$ cat src/rtl/tick_cmp_pkg.sv
`timescale 1ns/1ps
package tick_cmp_pkg;
  typedef enum logic [1:0] {
    SEL_SYS_CMP  = 2'd0,
    SEL_HYP_CMP  = 2'd1,
    SEL_HYP_PEND = 2'd2,
    SEL_TICK     = 2'd3
  } reg_sel_e;

  // A target arms only when enabled and strictly ahead of the counter.
  function automatic logic arm_ok(input logic dis, input logic [63:0] target,
                                  input logic [63:0] now);
    return !dis && (target > now);
  endfunction
endpackage

$ cat src/rtl/tick_counter.sv
`timescale 1ns/1ps
module tick_counter #(
  parameter int TICK_W = 64
) (
  input  logic              clk,
  input  logic              rst_n,
  output logic [TICK_W-2:0] tick
);
  localparam int MW = TICK_W - 1;

  always_ff @(posedge clk) begin
    if (!rst_n) tick <= '0;
    else        tick <= tick + MW'(1);
  end
endmodule

$ cat src/rtl/tick_cmp_unit.sv
`timescale 1ns/1ps
module tick_cmp_unit
  import tick_cmp_pkg::*;
#(
  parameter int TICK_W = 64
) (
  input  logic              clk,
  input  logic              rst_n,
  input  logic              wr_hit,
  input  logic [TICK_W-1:0] wr_data,
  input  logic [TICK_W-2:0] tick,
  input  logic              block,
  output logic [TICK_W-1:0] cmp_q,
  output logic              armed,
  output logic              fire
);
  localparam int MW = TICK_W - 1;
  localparam logic [TICK_W-1:0] CMP_RST = {1'b1, {MW{1'b0}}};

  logic match;
  logic consume;

  assign match   = armed && (tick == cmp_q[MW-1:0]) && !cmp_q[MW];
  assign consume = match && !wr_hit;
  assign fire    = consume && !block;

  always_ff @(posedge clk) begin
    if (!rst_n) begin
      cmp_q <= CMP_RST;
      armed <= 1'b0;
    end else if (wr_hit) begin
      cmp_q <= wr_data;
      armed <= arm_ok(wr_data[MW], 64'(wr_data[MW-1:0]), 64'(tick));
    end else if (consume) begin
      armed <= 1'b0;
    end
  end
endmodule

$ cat src/rtl/hyp_pend_reg.sv
`timescale 1ns/1ps
module hyp_pend_reg #(
  parameter int TICK_W = 64
) (
  input  logic              clk,
  input  logic              rst_n,
  input  logic              set,
  input  logic              wr_hit,
  input  logic [TICK_W-1:0] wr_val,
  output logic              pend
);
  always_ff @(posedge clk) begin
    if (!rst_n)      pend <= 1'b0;
    else if (set)    pend <= 1'b1;
    else if (wr_hit) pend <= |wr_val;
  end
endmodule

$ cat src/rtl/tick_cmp_timer.sv
`timescale 1ns/1ps
module tick_cmp_timer
  import tick_cmp_pkg::*;
#(
  parameter int TICK_W = 64
) (
  input  logic              clk,
  input  logic              rst_n,
  input  logic              wr_en,
  input  logic [1:0]        wr_sel,
  input  logic [TICK_W-1:0] wr_data,
  input  logic [1:0]        rd_sel,
  output logic [TICK_W-1:0] rd_data,
  input  logic              thread_halted,
  output logic              soft_set_req,
  output logic              hyp_irq
);
  localparam int NCMP = 2;

  logic [TICK_W-2:0] tick_now;
  logic [TICK_W-1:0] cmp_q [NCMP];
  logic [NCMP-1:0]   armed_vec;
  logic [NCMP-1:0]   fire_vec;
  logic              sys_fire, hyp_fire, sys_armed, hyp_armed;
  logic              pend_q;

  tick_counter #(.TICK_W(TICK_W)) u_cnt (
    .clk  (clk),
    .rst_n(rst_n),
    .tick (tick_now)
  );

  for (genvar gi = 0; gi < NCMP; gi++) begin : g_cmp
    localparam logic [1:0] USEL = (gi == 0) ? SEL_SYS_CMP : SEL_HYP_CMP;
    tick_cmp_unit #(.TICK_W(TICK_W)) u_unit (
      .clk    (clk),
      .rst_n  (rst_n),
      .wr_hit (wr_en && (wr_sel == USEL)),
      .wr_data(wr_data),
      .tick   (tick_now),
      .block  ((gi == 1) ? thread_halted : 1'b0),
      .cmp_q  (cmp_q[gi]),
      .armed  (armed_vec[gi]),
      .fire   (fire_vec[gi])
    );
  end

  assign sys_fire  = fire_vec[0];
  assign hyp_fire  = fire_vec[1];
  assign sys_armed = armed_vec[0];
  assign hyp_armed = armed_vec[1];

  hyp_pend_reg #(.TICK_W(TICK_W)) u_pend (
    .clk   (clk),
    .rst_n (rst_n),
    .set   (hyp_fire),
    .wr_hit(wr_en && (wr_sel == SEL_HYP_PEND)),
    .wr_val(wr_data),
    .pend  (pend_q)
  );

  always_ff @(posedge clk) begin
    if (!rst_n) soft_set_req <= 1'b0;
    else        soft_set_req <= sys_fire;
  end

  assign hyp_irq = pend_q;

  always_comb begin
    case (rd_sel)
      SEL_SYS_CMP:  rd_data = cmp_q[0];
      SEL_HYP_CMP:  rd_data = cmp_q[1];
      SEL_HYP_PEND: rd_data = TICK_W'(pend_q);
      default:      rd_data = {1'b0, tick_now};
    endcase
  end
endmodule

$ cat config.mk
export PLATFORM = sky130hd
export DESIGN_NAME = tick_cmp_timer
export DESIGN_NICKNAME = d
export VERILOG_FILES = /design/src/rtl/tick_cmp_pkg.sv /design/src/rtl/tick_counter.sv /design/src/rtl/tick_cmp_unit.sv /design/src/rtl/hyp_pend_reg.sv /design/src/rtl/tick_cmp_timer.sv
export SDC_FILE = /design/constraint.sdc
export NUM_CORES = 1
export LEC_CHECK = 0
export ABC_AREA = 1
export BUFFER_PORTS_ARGS = -buffer_cell sky130_fd_sc_hd__buf_2
export CORE_AREA = 2 2 163 165
export CTS_CLUSTER_DIAMETER = 50
export DETAILED_ROUTE_END_ITERATION = 6
export DIE_AREA = 0 0 165 167
export PLACE_DENSITY = 0.77
export SLEW_MARGIN = 40
export SYNTH_ARGS = -nofsm -noshare
export SYNTH_HDL_FRONTEND = slang
export SYNTH_SLANG_ARGS = --single-unit
$ cat constraint.sdc
create_clock -name clk -period 4.3 [get_ports clk]
set_clock_uncertainty 0.2 [all_clocks]
set_input_delay 0.43 -clock clk [delete_from_list [all_inputs] [get_ports clk]]
set_output_delay 0.43 -clock clk [all_outputs]
set_load 0.01 [all_outputs]
Word level (Yosys, flattened, before mapping)
Index checks and enable logic that the tools add are counted.
- add/sub/neg operators: 1
- $lt $le $gt $ge: 1
- eq/ne operators: 6
- mux-type cells: 7
- reduce and logical (&&, ||, !) cells: 23
- operator list (kind ; count):
    64-bit one-hot mux with 3 select lines ; 1
    63-bit == test ; 2
    64-bit OR reduction ; 1
    63-bit by 1-bit adder with 63-bit output, second input constant ; 1
    63-bit greater-than comparator ; 1
    1-bit logical AND ; 11
    1-bit logical NOT ; 6
    1-bit two-way mux ; 6
    2-bit nonzero test ; 3
    2-bit by 1-bit == test with 1-bit output, second input constant ; 2
    2-bit == test, second input constant ; 2
    2-bit logical NOT ; 2
- register bits after elaboration: 195
- input bits: 72
- output and inout port bits: 66

Longest topological paths before layout
- depth in word-level cells: 6
- depth in mapped cells: 15

Hierarchy
A second synthesis with hierarchy kept.
- cells, all modules: 2535
- area, all modules: 15103.2 sq um
- modules (own cells, without submodules) (module ; instances ; cells each ; area an instance (sq um) ; sequential area each (sq um)):
    tick_cmp_unit ; 2 ; 759 ; 4823.4 ; 1301.2
    tick_counter ; 1 ; 658 ; 3946.3 ; 1261.2
    tick_cmp_timer ; 1 ; 290 ; 1232.4 ; 20.0
    hyp_pend_reg ; 1 ; 69 ; 277.8 ; 20.0

Worst setup path after synthesis
No wires, ideal clock.
- path kind: input -> output
- from: input rd_sel[0]
- to: output rd_data[11]
- arrival: 1489 ps
- path slack: 2181 ps
- cell stages on the path: 5
- path buffers: 2
- path through: nor2_1 > inv_1 > clkbuf_1 > buf_1 > o221ai_1
- word-level cells in the longest chain between the ends: 2
- ends and longest elaborated chain (what ; line ; text):
    start: declaration ; tick_cmp_timer.sv:12 ; input logic [1:0] rd_sel,
    2-bit == test (tied with other cells) ; tick_cmp_timer.sv:70 ; case (rd_sel)
    64-bit one-hot mux with 3 select lines * ; tick_cmp_timer.sv:70 ;
    end: declaration ; tick_cmp_timer.sv:13 ; output logic [TICK_W-1:0] rd_data,
Every way passes the cells marked *; elsewhere a longest branch is shown, timed or not.

Worst setup path in the final report
- from: input rd_sel[1]
- to: output rd_data[52]
The elaborated chain is that of the path after synthesis.

==> Implementation_results.wiki <==
{| class="wikitable"
! Metric !! Value
|-
| Run status || finished, violations left
|-
| Failing checks || design-rule violations
|-
| Number of I/O port buffers || 137
|-
| Post-detailed-route via-to-cell ratio || 6.19
|-
| First-pass detailed-route iteration total || 7
|-
| Period utilisation layout || 66.2%
|-
| Portion of synthesized cell area occupied by the leading cell type || 30.9%
|-
| Clock Latency Late Sink || 470 ps
|-
| Post-DRT Antenna Nets || 0
|-
| Count of standard-cell rows || 59
|-
| Via total after detailed routing || 15.1k
|-
| Kind of cell adding the most delay to the critical path || buffers and inverters
|-
| Worst path required time || 3670 ps
|-
| Cell taking the most area after synthesis || dfxtp_1
|-
| Clk sink count || 195
|-
| Ranking of synthesized cells by area || dfxtp_1 31%, nand2_1 14%, o21ai_0 9.2%, a21oi_1 7.2%, nor2_1 7.0%
|-
| Length in cells of the worst reg-to-reg path || 8
|-
| P per Cell Area || 302 mW/mm^2
|-
| Max Fanout on Critical Path || 51
|-
| Via count of the first global-routing pass || 13.7k
|-
| Max VDD drop || 0.228 mV
|-
| Data arrival time of the critical path || 2220 ps
|-
| Clock-pin slew of the registers on the worst-case setup and hold paths || 90 ps
|-
| Vertical die dimension || 167 um
|-
| Slew Viols, Final || 0
|-
| Critical Path End Type || output pin
|-
| Count of unresolved DRC violations after routing || 3
|-
| DR WL/cell || 25.7 um
|-
| Wire length of the first global-routing pass || 91.0 mm
|-
| Maximum achievable frequency || 351 MHz
|-
| FF+latch count, synth || 195
|-
| Count of unique library cells instantiated by Yosys || 39
|-
| Critical-path top delay cell || buf_4
|-
| Leakage component of the power || 5.73 nW
|-
| H-Tree Level Count || 4
|-
| Total setup buffers inserted after CTS || 0
|-
| Cell seen most often among critical-path stages || buf_2
|-
| Count of endpoints failing hold in the final timing report || 0
|-
| Critical Path Source Type || primary input
|-
| Filler cell count in the final layout || 2696
|-
| Commonest non-fill, non-tap cell in the layout || nand2_1
|-
| Type of the worst setup path || in -> out
|-
| Antenna cells || 0
|-
| Die area || 0.0276 mm^2
|-
| Logic depth of the worst setup path including buffers || 5
|-
| Final setup violation count || 0
|-
| Net count, final || 2224
|-
| Delay contributed by the slowest stage of the critical path || 660 ps
|-
| Pin count of the biggest net entering global routing || 64
|-
| Worst slack on hold paths || 56.2 ps
|-
| Synth Net Count || 2127
|-
| Average size of a mapped cell || 6.35 um^2
|-
| Most frequent cells in the layout || 480 x nand2_1, 235 x nor2_1, 232 x inv_1, 232 x o21ai_0, 195 x dfxtp_1
|-
| Core Region || 0.0258 mm^2
|-
| Setup TNS || 0 ps
|-
| Area added between synthesis and finish || 12.3%
|-
| Kind of path behind the tightest hold check || in -> reg
|-
| Final critical delay including setup and external delays || 2850 ps
|-
| Gate count of the mapped netlist || 1991
|-
| Global-route congestion overflow total || 0
|-
| Post-synthesis instance area || 0.0126 mm^2
|-
| Count of synthesis-stage warnings from yosys || 0
|-
| Hold Path Depth || 3
|-
| Clock buffers created by TritonCTS || 17
|-
| Number of ports placed on the die boundary || 138
|-
| Clock tree from TritonCTS || done
|-
| Register-to-Register Setup Slack || 1560 ps
|-
| Number of DRC violations after detailed-routing iteration 0 || 2149
|-
| Die width || 165 um
|-
| Count of instances resized after the clock tree is built || 0
|-
| Starting Density || 49.1%
|-
| Clk buf depth || 2
|-
| Pin slew with the least headroom to its limit || 971 ps
|-
| Total wire length after detailed routing || 62.5 mm
|-
| Fraction of final layout cells sized beyond drive strength 1 || 10.3%
|-
| Finished Core Util || 55.1%
|-
| Hold buffer count at cts || 0
|-
| Final estimated routing congestion in global placement || 1.08
|-
| Initial antenna violation count || 1
|-
| Number of max-cap violations || 0
|-
| Aggregate global-route resource usage || 45.5%
|-
| Buf/Inv on CP || 3
|-
| Cells along the critical path || buf_2 > nand2_2 > buf_4 > o221ai_1 > buf_2
|-
| Relative max-transition margin || 34.6%
|-
| Setup repair after global routing missed its margin || false
|-
| CTS Root Buffer Type || clkbuf_16
|-
| Sequential cell area fraction in the yosys report || 30.9%
|-
| HPWL Detailed || 49.1 mm
|}
==> synthesized netlist by cell type, drive strengths merged <==
| cell type | instances |
|---|---|
| nand2 | 483 |
| inv | 244 |
| nor2 | 242 |
| o21ai | 233 |
| dfxtp | 195 |
| a21oi | 181 |
| nand3 | 66 |
| ha | 64 |
| clkbuf | 62 |
| o221ai | 55 |
| nor3 | 42 |
| nand4 | 37 |
| xor2 | 27 |
| nor4 | 18 |
| buf | 10 |
| o211ai | 9 |
| or2 | 4 |
| and3 | 3 |
| o21a | 3 |
| a21o | 2 |
| clkinv | 2 |
| nand3b | 2 |
| nor3b | 2 |
| xnor2 | 2 |
| and2 | 1 |
| o22ai | 1 |
| o31ai | 1 |
==> worst min-delay path: stages <==
cell,delay [ps]
buf_2,120
inv_1,70
a21oi_1,60
==> logic make-up (layout without fill, tap and decap cells) <==
logic type / count (synthesis) / count (layout) / synth area share [%]
adder cells (fa/ha/maj): 64 / 64 / 6.33
XOR/XNOR: 29 / 29 / 2.01
AND/OR/NAND/NOR: 900 / 900 / 30.1
buffers and inverters: 318 / 428 / 9.59
AO/OA/AOI/OAI: 485 / 485 / 21.1
flip-flops: 195 / 195 / 30.9
==> area by class of cell <==
| type | count | area (um^2) | area share (%) |
|---|---|---|---|
| multi-input combinational | 1478 | 7570 | 53.3 |
| clock inverter | 13 | 156 | 1.10 |
| tap | 335 | 419 | 2.95 |
| clock buffer | 19 | 443 | 3.12 |
| timing repair buffer | 150 | 786 | 5.53 |
| inverter | 246 | 923 | 6.50 |
| sequential | 195 | 3900 | 27.5 |
==> through the flow <==
step                      setup WS [ps]  cells  power (mW)  cell area (um^2)
final                              1450   2436        4.29             14200
after global routing               1410   2436        4.41             14200
after CTS                          1560   2436        4.25             14200
after detailed placement           1570   2404        2.59             13600
after global placement             1540   2404        2.58             13600
after floorplan                    2180   1991        2.31             12600
==> flip-flops by register name, indices dropped and copies added, names as in the netlist <==
name                count
soft_set_req            1
g_cmp.u_unit.armed      2
g_cmp.u_unit.cmp_q    128
u_cnt.tick             63
u_pend.pend             1
==> final timing paths <==
check,startpoint,endpoint
worst max-delay path,rd_sel[1],rd_data[52]
worst min-delay path,wr_data[8],g_cmp[0].u_unit.cmp_q[8]
worst max register to register,u_cnt.tick[36],u_cnt.tick[58]
worst min register to register,g_cmp[1].u_unit.cmp_q[48],g_cmp[1].u_unit.cmp_q[48]
==> layer usage <==
metal | GRT usage [%] | up-vias | share of wire [%]
met5 | 0 | - | 0.021
met4 | 23.1 | 2 | 6.0
met3 | 10.7 | 198 | 13
met2 | 66.4 | 1085 | 42
met1 | 62.4 | 6982 | 39
li1 | - | 6812 | -
==> where the power goes <==
part	switching, mW	total [mW]	internal (mW)
Combinational	0.463	0.658	0.195
Clock	0.901	1.70	0.804
Sequential	0.0524	1.92	1.87
Total	1.42	4.29	2.87
No activity file was read; power rests on OpenSTA's default activity.
